$ cat src/rtl/sinc3_pkg.sv
package sinc3_pkg;

  localparam int ORDER      = 3;
  localparam int N_MAX      = 384;
  localparam int CNT_W      = $clog2(N_MAX);
  localparam int ACC_W      = 1 + ORDER * $clog2(N_MAX);
  localparam int OUT_W      = 16;
  localparam int SH_W       = 4;
  localparam int WORDS_SYNC = 3;
  localparam int WORDS_FREE = 4;
  localparam int WCNT_W     = 3;

  typedef logic [1:0] rate_t;

  function automatic int unsigned ratio_of(input rate_t r);
    case (r)
      2'b00:   return 384;
      2'b01:   return 320;
      2'b10:   return 76;
      default: return 38;
    endcase
  endfunction

  function automatic int unsigned shift_of(input rate_t r);
    case (r)
      2'b00:   return 11;
      2'b01:   return 10;
      2'b10:   return 4;
      default: return 1;
    endcase
  endfunction

endpackage

$ cat src/rtl/sinc3_integ.sv
module sinc3_integ
  import sinc3_pkg::*;
#(
  parameter int STAGES = ORDER,
  parameter int W      = ACC_W
) (
  input  logic                clk,
  input  logic                rst_n,
  input  logic                clear,
  input  logic                step,
  input  logic                sample,
  output logic signed [W-1:0] sum_next
);

  logic signed [W-1:0] acc_q [STAGES];
  logic signed [W-1:0] feed  [STAGES+1];

  assign feed[0] = sample ? {{(W-1){1'b0}}, 1'b1} : {W{1'b1}};

  for (genvar g = 0; g < STAGES; g++) begin : g_stage
    assign feed[g+1] = acc_q[g] + feed[g];

    always_ff @(posedge clk) begin
      if (!rst_n || clear) begin
        acc_q[g] <= '0;
      end else if (step) begin
        acc_q[g] <= feed[g+1];
      end
    end
  end

  assign sum_next = feed[STAGES];

endmodule

$ cat src/rtl/sinc3_ctrl.sv
module sinc3_ctrl
  import sinc3_pkg::*;
#(
  parameter int CW      = CNT_W,
  parameter int SW      = SH_W,
  parameter int WW      = WCNT_W,
  parameter int W_SYNC  = WORDS_SYNC,
  parameter int W_FREE  = WORDS_FREE
) (
  input  logic          clk,
  input  logic          rst_n,
  input  logic          sync_hold,
  input  logic          smp_valid,
  input  logic [1:0]    rate_sel,
  output logic          clear,
  output logic          step,
  output logic          fire,
  output logic          settle_ok,
  output logic [SW-1:0] shift
);

  localparam logic [WW-1:0] NEED_SYNC = WW'(W_SYNC);
  localparam logic [WW-1:0] NEED_FREE = WW'(W_FREE);

  logic [CW-1:0] cnt_q;
  logic [CW-1:0] last_idx;
  logic [1:0]    rate_q;
  logic [WW-1:0] words_q;
  logic [WW-1:0] need_q;
  logic [WW-1:0] words_inc;
  logic          rate_chg;

  assign last_idx  = CW'(ratio_of(rate_sel) - 1);
  assign shift     = SW'(shift_of(rate_sel));
  assign clear     = sync_hold;
  assign step      = smp_valid && !sync_hold;
  assign rate_chg  = !sync_hold && (rate_sel != rate_q);
  assign fire      = step && !rate_chg && (cnt_q == last_idx);
  assign words_inc = words_q + WW'(1);
  assign settle_ok = words_inc >= need_q;

  always_ff @(posedge clk) begin
    if (!rst_n || sync_hold) begin
      cnt_q   <= '0;
      rate_q  <= rate_sel;
      words_q <= '0;
      need_q  <= NEED_SYNC;
    end else begin
      rate_q <= rate_sel;
      if (rate_chg) begin
        cnt_q   <= smp_valid ? CW'(1) : '0;
        words_q <= '0;
        need_q  <= NEED_FREE;
      end else if (smp_valid) begin
        if (fire) begin
          cnt_q   <= '0;
          words_q <= (words_q >= NEED_FREE) ? words_q : words_inc;
        end else begin
          cnt_q <= cnt_q + CW'(1);
        end
      end
    end
  end

endmodule

$ cat src/rtl/sinc3_comb.sv
module sinc3_comb
  import sinc3_pkg::*;
#(
  parameter int STAGES = ORDER,
  parameter int W      = ACC_W,
  parameter int OW     = OUT_W,
  parameter int SW     = SH_W
) (
  input  logic                 clk,
  input  logic                 rst_n,
  input  logic                 clear,
  input  logic                 fire,
  input  logic                 settle_ok,
  input  logic signed [W-1:0]  din,
  input  logic [SW-1:0]        shift,
  output logic                 out_valid,
  output logic signed [OW-1:0] out_data,
  output logic                 out_settled
);

  localparam logic signed [W-1:0] HI = W'((1 << (OW - 1)) - 1);
  localparam logic signed [W-1:0] LO = ~HI;

  logic signed [W-1:0] dly_q [STAGES];
  logic signed [W-1:0] diff  [STAGES+1];
  logic signed [W-1:0] scaled;
  logic signed [OW-1:0] clipped;

  assign diff[0] = din;

  for (genvar g = 0; g < STAGES; g++) begin : g_stage
    assign diff[g+1] = diff[g] - dly_q[g];

    always_ff @(posedge clk) begin
      if (!rst_n || clear) begin
        dly_q[g] <= '0;
      end else if (fire) begin
        dly_q[g] <= diff[g];
      end
    end
  end

  always_comb begin
    scaled = diff[STAGES] >>> shift;
    if (scaled > HI) begin
      clipped = HI[OW-1:0];
    end else if (scaled < LO) begin
      clipped = LO[OW-1:0];
    end else begin
      clipped = scaled[OW-1:0];
    end
  end

  always_ff @(posedge clk) begin
    if (!rst_n) begin
      out_valid   <= 1'b0;
      out_settled <= 1'b0;
      out_data    <= '0;
    end else begin
      out_valid   <= fire;
      out_settled <= fire && settle_ok;
      if (fire) begin
        out_data <= clipped;
      end
    end
  end

endmodule

$ cat src/rtl/sinc3_decimator.sv
module sinc3_decimator
  import sinc3_pkg::*;
#(
  parameter int STAGES = ORDER,
  parameter int W      = ACC_W,
  parameter int OW     = OUT_W,
  parameter int CW     = CNT_W,
  parameter int SW     = SH_W
) (
  input  logic                 clk,
  input  logic                 rst_n,
  input  logic                 smp_valid,
  input  logic                 smp_bit,
  input  logic [1:0]           rate_sel,
  input  logic                 sync_hold,
  output logic                 dec_valid,
  output logic signed [OW-1:0] dec_data,
  output logic                 dec_settled
);

  logic                clear;
  logic                step;
  logic                fire;
  logic                settle_ok;
  logic [SW-1:0]       shift;
  logic signed [W-1:0] sum_next;

  sinc3_ctrl #(
    .CW (CW),
    .SW (SW)
  ) u_ctrl (
    .clk       (clk),
    .rst_n     (rst_n),
    .sync_hold (sync_hold),
    .smp_valid (smp_valid),
    .rate_sel  (rate_sel),
    .clear     (clear),
    .step      (step),
    .fire      (fire),
    .settle_ok (settle_ok),
    .shift     (shift)
  );

  sinc3_integ #(
    .STAGES (STAGES),
    .W      (W)
  ) u_integ (
    .clk      (clk),
    .rst_n    (rst_n),
    .clear    (clear),
    .step     (step),
    .sample   (smp_bit),
    .sum_next (sum_next)
  );

  sinc3_comb #(
    .STAGES (STAGES),
    .W      (W),
    .OW     (OW),
    .SW     (SW)
  ) u_comb (
    .clk         (clk),
    .rst_n       (rst_n),
    .clear       (clear),
    .fire        (fire),
    .settle_ok   (settle_ok),
    .din         (sum_next),
    .shift       (shift),
    .out_valid   (dec_valid),
    .out_data    (dec_data),
    .out_settled (dec_settled)
  );

endmodule

$ cat config.mk
export PLATFORM = sky130hd
export DESIGN_NAME = sinc3_decimator
export DESIGN_NICKNAME = d
export VERILOG_FILES = /design/src/rtl/sinc3_pkg.sv /design/src/rtl/sinc3_integ.sv /design/src/rtl/sinc3_ctrl.sv /design/src/rtl/sinc3_comb.sv /design/src/rtl/sinc3_decimator.sv
export SDC_FILE = /design/constraint.sdc
export NUM_CORES = 1
export LEC_CHECK = 0
export CAP_MARGIN = 40
export CORE_UTILIZATION = 50
export CTS_CLUSTER_DIAMETER = 100
export DETAILED_ROUTE_END_ITERATION = 8
export DONT_BUFFER_PORTS = 1
export PLACE_DENSITY = 0.72
export SLEW_MARGIN = 25
export SYNTH_ARGS = -nofsm -noshare
export SYNTH_HDL_FRONTEND = slang
export SYNTH_SLANG_ARGS = --single-unit
$ cat constraint.sdc
create_clock -name clk -period 12.72 [get_ports clk]
set_input_delay 1.908 -clock clk [delete_from_list [all_inputs] [get_ports clk]]
set_output_delay 1.908 -clock clk [all_outputs]
set_load 0.01 [all_outputs]
==> impl_metrics.yaml <==
drt:
  first_iter_violations: 1026
  drcViolationCount: 0
  dr.pass1.iters: 6
  vias: 13652
  wire_per_inst_um: 16.53
  routed_wl_um: 38810
  viasPerCell: 5.814
  ant_nets: 0
critical_path:
  slowest_delay_ns: 0.42
  arrival_ns: 12.42
  end_kind: "flop"
  r2r_setup_slack_ns: 1.64
  critPathRequiredTime_ns: 13.13
  slowest_stage: "or3_1"
  worst-path-max-fanout: 6
  cp-start-kind: "primary input"
  crit_top_cell: "a21oi_1"
  crit_type: "in -> reg"
timing:
  timing.hold.ws_ns: 0.4634
  skew_ns: 0.01377
  finalCriticalPeriod_ns: 12.01
  setup_viol: 0
  max_freq_mhz: 83.27
  rsz0062_at_grt: "yes"
  period_share_pct: 94.41
  hold_violations: 0
  maxSlewHeadroom_pct: 45.73
  timing.final.ws_setup_ns: 0.7113
  worst_slew_pin_slew_ns: 0.8140
  maxSlewViolCount: 0
clocking:
  cts-root-buf: "clkbuf_16"
  clk_pin_slew_ns: 0.06
  cts_max_path_buffers: 3
  cts_buffers: 25
  cts_tree: "done"
  htreeDepth: 1
  clk_latency_ns: 0.54
  numClockSinks: 202
floorplan:
  die_x_um: 184.9
  fp-row-count: 66
  io_pins: 25
  die_h_um: 184.9
  core_region_area_mm2: 0.03270
  die_area_mm2: 0.03420
  initial_utilization_pct: 51.17
yosys:
  avgSynthCellArea_um2: 8.896
  ys_seq_area_share_pct: 34.22
  synth.distinct_cells: 85
  syn-num-nets: 2066
  synth-main-ff-cell: "edfxtp_1"
  async_flop_share_pct: 0
  synthCells: 1881
  synth_edf_count: 168
  syn_area_mm2: 0.01673
  synth_seq_cells: 202
  ys_warn_count: 0
status:
  outcome: "finished clean"
layout:
  stdcell_area_mm2: 0.01839
  fin_nets: 2073
  fillCellCount: 2948
  instances_no_fill: 2348
  syn_to_final_growth_pct: 9.870
  insertedDiodeCount: 0
  drive_above_1_share_pct: 8.709
placement:
  gp_congestion: 0.9010
  dp.final_hpwl_um: 27670
  dpl_cell_area_mm2: 0.01730
  portBuffers: 0
  dp_cells: 2292
  place_ws_ns: -0.3544
global_route:
  grt_pass1_vias: 13284
  antenna_found_initial: 0
  track_usage_pct: 22.62
  grt_first_pass_wirelength_um: 64180
  grt_max_degree: 58
  grt-ovfl-total: 0
hold_path:
  min_path_type: "reg -> reg"
job:
  max_cap_viol_count: 0
[sequential cells by signal, summed over array words and instances (netlist names)]
name / count
u_integ.acc_q: 84
u_ctrl.words_q: 3
u_ctrl.cnt_q: 9
u_comb.out_valid: 1
u_ctrl.need_q: 2
u_ctrl.rate_q: 2
u_comb.out_settled: 1
u_comb.out_data: 16
u_comb.dly_q: 84
[worst max-delay path, delay by kind of cell]
kind            cells  cell delay [ns]
compound gates     27             4.70
xor+xnor            6             1.10
fa+ha+maj           6             1.96
buf+inv             2             0.20
mux                 1             0.26
simple gates       15             2.26
[per-stage QoR]
step                setup TNS (ns)  utilization (%)
global placement          -0.04564            52.80
floorplan                        0                -
CTS                              0            55.25
global route                -1.267            56.22
detailed placement          -4.682            52.89
finish                           0            56.22
[logic make-up after synthesis]
| family | share of synthesized area (%) |
|---|---|
| AO/OA/AOI/OAI | 19.36 |
| adder cells (fa/ha/maj) | 13.58 |
| XOR/XNOR | 7.986 |
| multiplexers | 1.974 |
| buffers and inverters | 5.294 |
| AND/OR/NAND/NOR | 17.59 |
| flip-flops | 34.22 |
[cell usage after synthesis (all sizes together) (6+ instances only)]
| cell type | instances | area [µm²] |
|---|---|---|
| edfxtp | 168 | 5045 |
| a21o | 48 | 360.4 |
| o22ai | 6 | 37.54 |
| inv | 172 | 645.6 |
| nor2 | 204 | 768.2 |
| o21ai | 115 | 594.3 |
| a31oi | 13 | 96.34 |
| nand2 | 102 | 385.4 |
| ha | 172 | 2152 |
| nor2b | 27 | 168.9 |
| a21boi | 8 | 60.06 |
| and3 | 79 | 494.2 |
| o21a | 23 | 172.7 |
| xor2 | 54 | 473.0 |
| o31a | 7 | 61.31 |
| mux2i | 18 | 180.2 |
| a211oi | 19 | 142.6 |
| or2 | 7 | 43.79 |
| o21bai | 17 | 127.6 |
| dfxtp | 34 | 680.7 |
| clkbuf | 52 | 195.2 |
| nand4 | 17 | 106.4 |
| and2 | 43 | 271.5 |
| o31ai | 7 | 62.56 |
| nand2b | 24 | 150.1 |
| nand3 | 35 | 175.2 |
| fa | 6 | 120.1 |
| a21oi | 157 | 834.6 |
| o211ai | 26 | 200.2 |
| mux2 | 9 | 105.1 |
| xnor2 | 95 | 839.6 |
| nor3b | 6 | 45.04 |
| nor3 | 19 | 95.09 |
| or3 | 11 | 68.82 |
[per-layer routing]
layer / vias up / global-route usage (%) / routed length (µm) / share of wire [%]
met1: 6527 / 31.04 / 18180 / 47
li1: 6759 / - / - / -
met4: 0 / 5.157 / 660 / 1.7
met3: 44 / 3.401 / 2081 / 5.4
met2: 322 / 37.40 / 17880 / 46
met5: - / 0 / 0 / 0
[cells in the final DEF, fill, tap and decap left out, types with 8 or more instances in the layout]
cell and n:
nor3_1 17, xor2_1 53, buf_4 33, or3_1 11, o21ai_0 90, mux2i_1 17, a211oi_1 14, o21bai_1 16
clkbuf_16 25, dfxtp_1 34, nand4_1 17, inv_1 172, and3_1 79, o21ai_1 18, o21a_1 23, a21oi_2 21
a21o_1 48, a31oi_1 11, xnor2_1 92, and2_1 42, nor2_1 202, nand3_1 35, edfxtp_1 168, nand2b_1 22
nand2_1 101, mux2_2 8, ha_1 166, a21oi_1 135, clkinv_1 8, nor2b_1 26, o211ai_1 25
[timing repair]
item                       4_1_cts  5_1_grt
setup endpoints to repair        0       16
hold buffers                     0        0
setup buffers                    0        9
resized for setup                0       56
[path summary, 6_finish.rpt]
path	cells after the start	start	to
worst max-delay path	57	smp_bit	u_comb.out_data[5]
worst min-delay path	2	u_ctrl.need_q[2]	u_ctrl.need_q[2]
worst max register to register	57	u_integ.acc_q[0][0]	u_comb.out_data[5]
worst min register to register	2	u_ctrl.need_q[2]	u_ctrl.need_q[2]
[final cells by class]
cell class                      count  area, µm²  area share, %
Inverter                          173      649.4          3.532
Tap cell                          442      553.0          3.008
Clock inverter                     15      128.9         0.7010
Clock buffer                       30      644.4          3.505
Multi-Input combinational cell   1450      10390          56.53
Sequential cell                   202       5725          31.14
Timing Repair Buffer               36      290.3          1.579
Power is not shown: default switching activity piles up to over one toggle a cycle in this logic, so the estimate is an artifact.
